### src/rtl/bmp_pkg.sv
package bmp_pkg;
   localparam int ST_BUSY = 0;
   localparam int ST_FULL = 1;
   localparam int ST_OVR  = 2;
   localparam int ST_TXIE = 4;
   localparam int ST_RXIE = 5;
   localparam int ST_MSB  = 5;

   typedef enum logic [1:0] {
      REG_NONE = 2'd0,
      REG_STAT = 2'd1,
      REG_TX   = 2'd2,
      REG_RX   = 2'd3
   } reg_sel_e;
endpackage

### src/rtl/bmp_decode.sv
module bmp_decode
   import bmp_pkg::*;
#(
   parameter int ADDR_W    = 8,
   parameter int STAT_ADDR = 97,
   parameter int TX_ADDR   = 98,
   parameter int RX_ADDR   = 99
) (
   input  logic              bus_sel,
   input  logic              bus_we,
   input  logic [ADDR_W-1:0] bus_addr,
   output reg_sel_e          region,
   output logic              wr_stat,
   output logic              wr_tx
);
   localparam logic [ADDR_W-1:0] A_STAT = ADDR_W'(STAT_ADDR);
   localparam logic [ADDR_W-1:0] A_TX   = ADDR_W'(TX_ADDR);
   localparam logic [ADDR_W-1:0] A_RX   = ADDR_W'(RX_ADDR);

   always_comb begin
      region = REG_NONE;
      if (bus_addr == A_STAT)    region = REG_STAT;
      else if (bus_addr == A_TX) region = REG_TX;
      else if (bus_addr == A_RX) region = REG_RX;
   end

   assign wr_stat = bus_sel && bus_we && (region == REG_STAT);
   assign wr_tx   = bus_sel && bus_we && (region == REG_TX);
endmodule

### src/rtl/bmp_tx_chan.sv
module bmp_tx_chan
   import bmp_pkg::*;
#(
   parameter int DATA_W = 8
) (
   input  logic              clk,
   input  logic              rst_n,
   input  logic              wr_tx,
   input  logic              wr_stat,
   input  logic [DATA_W-1:0] wdata,
   input  logic              tx_ready,
   output logic              busy,
   output logic [DATA_W-1:0] tx_q
);
   logic start;
   assign start = wr_stat && wdata[ST_BUSY] && !busy;

   always_ff @(posedge clk) begin
      if (!rst_n) begin
         busy <= 1'b0;
         tx_q <= '0;
      end else begin
         if (wr_tx && !busy) tx_q <= wdata;
         if (busy && tx_ready) busy <= 1'b0;
         else if (start)       busy <= 1'b1;
      end
   end
endmodule

### src/rtl/bmp_rx_chan.sv
module bmp_rx_chan
   import bmp_pkg::*;
#(
   parameter int DATA_W = 8
) (
   input  logic              clk,
   input  logic              rst_n,
   input  logic              wr_stat,
   input  logic [DATA_W-1:0] wdata,
   input  logic              rx_valid,
   input  logic [DATA_W-1:0] rx_data,
   output logic              rx_ready,
   output logic              full,
   output logic              ovr,
   output logic [DATA_W-1:0] rx_q
);
   logic clr, take;
   assign clr  = wr_stat && !wdata[ST_FULL];
   assign take = rx_valid && rx_ready;

   always_ff @(posedge clk) begin
      if (!rst_n) begin
         rx_ready <= 1'b0;
         full     <= 1'b0;
         ovr      <= 1'b0;
         rx_q     <= '0;
      end else begin
         rx_ready <= 1'b1;
         if (take) begin
            rx_q <= rx_data;
            full <= 1'b1;
            if (full && !clr) ovr <= 1'b1;
         end else if (clr) begin
            full <= 1'b0;
            ovr  <= 1'b0;
         end
      end
   end
endmodule

### src/rtl/bmp_irq.sv
module bmp_irq
   import bmp_pkg::*;
#(
   parameter int DATA_W  = 8,
   parameter bit IRQ_REG = 1'b0
) (
   input  logic              clk,
   input  logic              rst_n,
   input  logic              wr_stat,
   input  logic [DATA_W-1:0] wdata,
   input  logic              busy,
   input  logic              full,
   output logic              tx_ie,
   output logic              rx_ie,
   output logic              irq
);
   logic level;

   always_ff @(posedge clk) begin
      if (!rst_n) begin
         tx_ie <= 1'b0;
         rx_ie <= 1'b0;
      end else if (wr_stat) begin
         tx_ie <= wdata[ST_TXIE];
         rx_ie <= wdata[ST_RXIE];
      end
   end

   assign level = (tx_ie && !busy) || (rx_ie && full);

   generate
      if (IRQ_REG) begin : g_reg
         logic irq_q;
         always_ff @(posedge clk) begin
            if (!rst_n) irq_q <= 1'b0;
            else        irq_q <= level;
         end
         assign irq = irq_q;
      end else begin : g_comb
         assign irq = level;
      end
   endgenerate
endmodule

### src/rtl/bmp_port.sv
module bmp_port
   import bmp_pkg::*;
#(
   parameter int ADDR_W    = 8,
   parameter int DATA_W    = 8,
   parameter int STAT_ADDR = 97,
   parameter int TX_ADDR   = 98,
   parameter int RX_ADDR   = 99,
   parameter bit IRQ_REG   = 1'b0
) (
   input  logic              clk,
   input  logic              rst_n,
   input  logic              bus_sel,
   input  logic              bus_we,
   input  logic [ADDR_W-1:0] bus_addr,
   input  logic [DATA_W-1:0] bus_wdata,
   output logic [DATA_W-1:0] bus_rdata,
   output logic              tx_valid,
   input  logic              tx_ready,
   output logic [DATA_W-1:0] tx_data,
   input  logic              rx_valid,
   output logic              rx_ready,
   input  logic [DATA_W-1:0] rx_data,
   output logic              irq
);
   localparam int ADDR_SPAN = 1 << ADDR_W;

   generate
      if (DATA_W <= ST_MSB)
         $error("DATA_W too narrow for the status layout");
      if (STAT_ADDR >= ADDR_SPAN || TX_ADDR >= ADDR_SPAN || RX_ADDR >= ADDR_SPAN)
         $error("register address outside ADDR_W");
      if (STAT_ADDR == TX_ADDR || STAT_ADDR == RX_ADDR || TX_ADDR == RX_ADDR)
         $error("register addresses must differ");
   endgenerate

   reg_sel_e          region;
   logic              wr_stat, wr_tx;
   logic              busy, rx_full, rx_ovr, tx_ie, rx_ie;
   logic [DATA_W-1:0] tx_q, rx_q, stat_v;

   bmp_decode #(
      .ADDR_W(ADDR_W), .STAT_ADDR(STAT_ADDR), .TX_ADDR(TX_ADDR), .RX_ADDR(RX_ADDR)
   ) u_dec (
      .bus_sel(bus_sel), .bus_we(bus_we), .bus_addr(bus_addr),
      .region(region), .wr_stat(wr_stat), .wr_tx(wr_tx)
   );

   bmp_tx_chan #(.DATA_W(DATA_W)) u_tx (
      .clk(clk), .rst_n(rst_n), .wr_tx(wr_tx), .wr_stat(wr_stat),
      .wdata(bus_wdata), .tx_ready(tx_ready), .busy(busy), .tx_q(tx_q)
   );

   bmp_rx_chan #(.DATA_W(DATA_W)) u_rx (
      .clk(clk), .rst_n(rst_n), .wr_stat(wr_stat), .wdata(bus_wdata),
      .rx_valid(rx_valid), .rx_data(rx_data), .rx_ready(rx_ready),
      .full(rx_full), .ovr(rx_ovr), .rx_q(rx_q)
   );

   bmp_irq #(.DATA_W(DATA_W), .IRQ_REG(IRQ_REG)) u_irq (
      .clk(clk), .rst_n(rst_n), .wr_stat(wr_stat), .wdata(bus_wdata),
      .busy(busy), .full(rx_full), .tx_ie(tx_ie), .rx_ie(rx_ie), .irq(irq)
   );

   always_comb begin
      stat_v          = '0;
      stat_v[ST_BUSY] = busy;
      stat_v[ST_FULL] = rx_full;
      stat_v[ST_OVR]  = rx_ovr;
      stat_v[ST_TXIE] = tx_ie;
      stat_v[ST_RXIE] = rx_ie;
   end

   always_comb begin
      bus_rdata = '0;
      if (bus_sel) begin
         unique case (region)
            REG_STAT: bus_rdata = stat_v;
            REG_TX:   bus_rdata = tx_q;
            REG_RX:   bus_rdata = rx_q;
            default:  bus_rdata = '0;
         endcase
      end
   end

   assign tx_valid = busy;
   assign tx_data  = tx_q;
endmodule

### config.mk
export PLATFORM = sky130hd
export DESIGN_NAME = bmp_port
export DESIGN_NICKNAME = d
export VERILOG_FILES = /design/src/rtl/bmp_pkg.sv /design/src/rtl/bmp_decode.sv /design/src/rtl/bmp_tx_chan.sv /design/src/rtl/bmp_rx_chan.sv /design/src/rtl/bmp_irq.sv /design/src/rtl/bmp_port.sv
export SDC_FILE = /design/constraint.sdc
export NUM_CORES = 1
export LEC_CHECK = 0
export BUFFER_PORTS_ARGS = -buffer_cell sky130_fd_sc_hd__buf_2
export CORE_ASPECT_RATIO = 1.5
export CORE_MARGIN = 5
export CORE_UTILIZATION = 37
export CTS_CLUSTER_SIZE = 12
export DETAILED_ROUTE_END_ITERATION = 12
export PLACE_DENSITY = 0.65
export SETUP_SLACK_MARGIN = 0.4
export SLEW_MARGIN = 20
export SYNTH_ARGS = -nofsm -noshare
export SYNTH_HDL_FRONTEND = slang
export SYNTH_SLANG_ARGS = --single-unit
### constraint.sdc
create_clock -name clk -period 1.2 [get_ports clk]
set_input_delay 0.18 -clock clk [delete_from_list [all_inputs] [get_ports clk]]
set_output_delay 0.18 -clock clk [all_outputs]
set_load 0.02 [all_outputs]
* Word level (Yosys, flattened, before mapping)
Cells that the tools add are included.
Storage, ports and cells: word-level logic and storage cells 45, flip-flop bits (word level) 22, output and inout bits 19
Operators by class: reductions and logical operators 19, muxes and demuxes 10, equality and inequality tests 7, bitwise operators 1
Operators by type and width (count):
- $eq A8 B7 Y1 const B | 3
- $pmux W8 S3 | 1
- $logic_and A1 B1 Y1 | 12
- $mux W8 | 1
- $mux W2 | 3
- $mux W1 | 5
- $eq A2 B2 Y1 const B | 2
- $logic_not A1 Y1 | 3
- $eq A2 B1 Y1 const B | 1
- $ne A2 B2 Y1 const B | 1
- $reduce_and A2 Y1 | 1
- $reduce_bool A2 Y1 | 1
- $reduce_or A2 Y1 | 1
- $logic_or A1 B1 Y1 | 1
- $not A1 Y1 | 1

* Logic depth before layout (Yosys ltp)
depth after elaboration 11, depth in mapped cells 4, mapped depth without buffers 3

* Modules after synthesis
A second synthesis with hierarchy kept.
Second synthesis, totals: cell total of the unflattened synthesis 127, area total of the unflattened synthesis 1102.3 um2
By module, submodules not included:
- bmp_rx_chan | cells each 45, area an instance 407.9 um2, instances 1, seq. area each 220.2 um2
- bmp_tx_chan | cells each 40, area an instance 379.1 um2, instances 1, seq. area each 180.2 um2
- bmp_port | cells each 25, area an instance 177.7 um2, instances 1, seq. area each 0.0 um2
- bmp_irq | cells each 9, area an instance 85.1 um2, instances 1, seq. area each 40.0 um2
- bmp_decode | cells each 8, area an instance 52.6 um2, instances 1, seq. area each 0.0 um2

* Worst setup path before layout
No wires, ideal clock.
path type input to output, start point input bus_addr[4], end point output bus_rdata[0], required time 1.020 ns, buffers on the path 0, stages 3, arrival 1.089 ns, setup slack -0.069 ns, cell sequence nor4b_4 nand2_1 nor2_1
Between the ends: longest elaborated chain between the ends 7, elaborated cells between the ends (all ways) 11
RTL lines:
- start, declared | line bmp_port.sv:15 | input logic [ADDR_W-1:0] bus_addr,
- $eq A8 B7 Y1 | line bmp_decode.sv:24 | else if (bus_addr == A_RX) region = REG_RX;
- $mux W2 | line bmp_decode.sv:24
- $mux W2 | line bmp_decode.sv:23 | else if (bus_addr == A_TX) region = REG_TX;
- $mux W2 (*) | line bmp_decode.sv:22 | if (bus_addr == A_STAT) region = REG_STAT;
- $eq A2 B2 Y1 or $eq A2 B1 Y1 (tied branches) | line bmp_port.sv:77 | unique case (region)
- $pmux W8 S3 (*) | line bmp_port.sv:77
- $mux W8 (*) | line bmp_port.sv:76 | if (bus_sel) begin
- end, declared | line bmp_port.sv:17 | output logic [DATA_W-1:0] bus_rdata,
Mark *: on every way between the ends. The rest lies on a longest branch, timed or not.

* Worst setup path in the final report
start point register u_rx.rx_q[5], end point output bus_rdata[5]
Between the ends: longest elaborated chain between the ends 2
RTL lines:
- start, declared | line bmp_rx_chan.sv:15 | output logic [DATA_W-1:0] rx_q
- start signal, assigned | line bmp_rx_chan.sv:30 | rx_q <= rx_data;
- $pmux W8 S3 | line bmp_port.sv:77
- $mux W8 | line bmp_port.sv:76
No other way between the ends.

==> results.cfg <==
[sta]
max_clock_freq_ghz = 0.729
rsz0062_at_grt = yes
worst-slew-pin-transition_ps = 537
post-route-period-util = 1.14
min_period_ps = 1370
report.final.hold_viol_count = 0
finClkSkew_ps = 2.51
accumulated_negative_setup_slack_ps = -1160
setup_viol = 11
finalMaxSlewViolations = 0
setup_slack_ps = -172
slew_headroom = 0.642

[pwr]
power_density_nw_per_um2 = 794
netSwitchingFraction = 0.241
p_int_mw = 1.16
clkPwrFrac = 0.342
seqPwrFrac = 0.496
peakVddDrop_v = 0.000954
power.net_switching_uw = 369
totalPowerFinal_mw = 1.53
power_frac_comb = 0.162
power.leakage_nw = 0.879

[hold_path]
hold_class = in -> reg
worst_hold_path.num_cells = 3
worst_min_delay_path_startpoint = rx_data[0]
worst_hold_path_ep = u_rx.rx_q[0]

[flow_run]
max_cap_viol_count = 0

[critical_path]
worst_path_slowest_cell = dfxtp_2
r2r_slack_ps = 50
timing.critical_path.from = u_rx.rx_q[5]
timing.critical_path.cells = mux2_4 -> a22oi_2 -> nor2_2 -> buf_6
crit_path_end_kind = primary output
cp_max_fo = 2
critical-path-max-stage-delay_ps = 330
crit_type = reg -> out
start_kind = register
worstReg2RegStart = u_tx.busy
cp_data_arrival_time_ps = 1190
worst_ep_required_time_ps = 1020
regToRegEndpoint = u_tx.tx_q[2]
r2r_cells = 4

[final_layout]
finalInstanceArea_um2 = 1930
number_of_nets_at_the_end_of_the_flow = 221
storage_cell_area_um2 = 467
postLayoutCoreUtil = 0.670
fraction_of_final_layout_cells_with_drive_strength_greater_than_1 = 0.695
n_fill_cell = 242
n_antenna_cell = 0
multiInputGateArea_um2 = 806
syn2layout_area_growth_pct = 76.3

[placed_design]
post_place_cell_area_um2 = 1460
detailedPlacementHpwl_um = 2310
portBuffers = 48
gpl.final_weighted_congestion = 0.885

[clock_network]
ctsHtreeMaxLevel = 1
worst_skew_pair.late_latency_ps = 260
cts_buffers = 3
cts.root.buffer_cell = clkbuf_8
clkTransAtPathRegs_ps = 80
cts_num_sinks = 22
cts_hold_buffers = 0
tritoncts = built
cts.path.max_buffers = 2

[die]
area_of_the_die_um2 = 4170
core-area_um2 = 2880
io-pin-count = 49
die_h_um = 76.6
num_rows = 24
floorplan.initialDensity = 0.380
die_w_um = 54.4

[detailed_routing]
drtIter0Drc = 13
route.antenna.remaining_nets = 0
drt_via_density = 5.05
wl_per_cell_um = 15.9
routed_wire_length_um = 3640
drc_violations = 0
drt-pass1-iter-count = 5
dr_total_vias = 1157

[synthesis]
synth.yosys.seq_area_share = 0.402
synth_nets = 156
post_synth_instance_area_um2 = 1090
most_frequent_cell_after_synthesis = nand2_1
post_synth.cell_area_avg_um2 = 8.69
post-synth-top-area-cell = dfxtp_1
synth_async_sr_flop_share = 0
ys_seq_elements = 22
yosys.cell_types.count = 24
synth-edff-count = 0
synth.area.top_cells = dfxtp_1 40%, nand2_1 13%, mux2i_1 12%, a21boi_0 5.5%, mux2_2 5.1%
yosys_warnings = 0
syn-instance-count = 126
synth_ff_type = dfxtp_1
synth_top_cell_area_share = 0.402
most_frequent_cells_after_synthesis = 37 x nand2_1, 22 x dfxtp_1, 13 x mux2i_1

[grt]
antenna_violations_before_repair = 0
gr-total-overflow = 0
first_global_vias = 1175
grt_util_all_layers = 0.179
grt_pass1_wl_um = 5620
grt_max_degree = 33

[status]
status = finished with violations
violations_in_the_final_reports = setup timing
-- timing repair --
action / in CTS / in global routing
endpoints found under the setup margin: 40 / 40
pin swaps: 13 / 17
gates cloned: 1 / 0
buffers inserted: 5 / 7
resized for setup: 83 / 19
-- area by class of cell --
class,instances,area share
sequential,22,0.242
clock buffer,4,0.0285
multi-input combinational,97,0.417
tap,39,0.0253
inverter,1,0.00324
timing repair buffer,66,0.284
-- placed cells by master, fill, tap and decap left out, types with 7 or more instances in the layout --
master,Yosys,final
buf_6,0,32
dfxtp_2,0,15
mux2i_1,13,13
buf_4,0,7
nand2_2,0,11
buf_2,2,27
nand2_1,37,24
a21boi_1,0,7
-- layer usage --
metal,vias up,track usage,wire length [µm]
li1,562,-,-
met1,551,0.213,1440
met2,40,0.311,1960
met3,4,0.0254,193
met4,0,0.0599,46
met5,-,0,0
-- flip-flops by register name, indices dropped and copies added (netlist names) --
| signal | cells |
|---|---|
| u_tx.tx_q | 8 |
| u_irq.rx_ie | 1 |
| u_irq.tx_ie | 1 |
| u_rx.full | 1 |
| u_rx.rx_ready | 1 |
| u_rx.ovr | 1 |
| u_rx.rx_q | 8 |
| u_tx.busy | 1 |
-- worst max-delay path by stage --
| stage | endpoint | slack (ps) | depth (start not counted) |
|---|---|---|---|
| floorplan | bus_rdata[0] | -20 | 3 |
| global placement | bus_rdata[6] | -160 | 6 |
| detailed placement | bus_rdata[7] | -190 | 6 |
| CTS | bus_rdata[4] | -180 | 4 |
| global route | bus_rdata[1] | -220 | 4 |
| finish | bus_rdata[5] | -170 | 4 |
-- metrics by stage --
stage	worst slack [ps]	hold slack (ps)	instances
after floorplan	-16.7	208	126
after global placement	-160	424	212
after detailed placement	-191	435	212
after CTS	-181	149	222
after global routing	-225	139	229
final	-172	152	229
-- critical path, delay by kind of cell, from the launching register on --
kind                   cells  cell delay, ps
DFF                        1             330
muxes                      1             260
AOI/OAI and AO/OA          1             150
buffers and inverters      1             130
and+or+nand+nor            1              70
-- power by group through the flow --
| stage | logic (mW) | clock network [mW] | registers (mW) |
|---|---|---|---|
| floorplan | 0.102 | 0 | 0.775 |
| global route | 0.266 | 0.581 | 0.762 |
| detailed placement | 0.182 | 0 | 0.775 |
| finish | 0.249 | 0.524 | 0.760 |
| CTS | 0.227 | 0.535 | 0.761 |
| global placement | 0.177 | 0 | 0.774 |
-- cell families (layout without fill, tap and decap cells) --
group                  count (synthesis)  count (layout)  synth area share
AOI/OAI and AO/OA                     18              18             0.123
and+or+nand+nor                       60              61             0.274
muxes                                 18              18             0.170
DFF                                   22              22             0.402
buffers and inverters                  8              71            0.0297
Power figures use the tool's default switching activity.
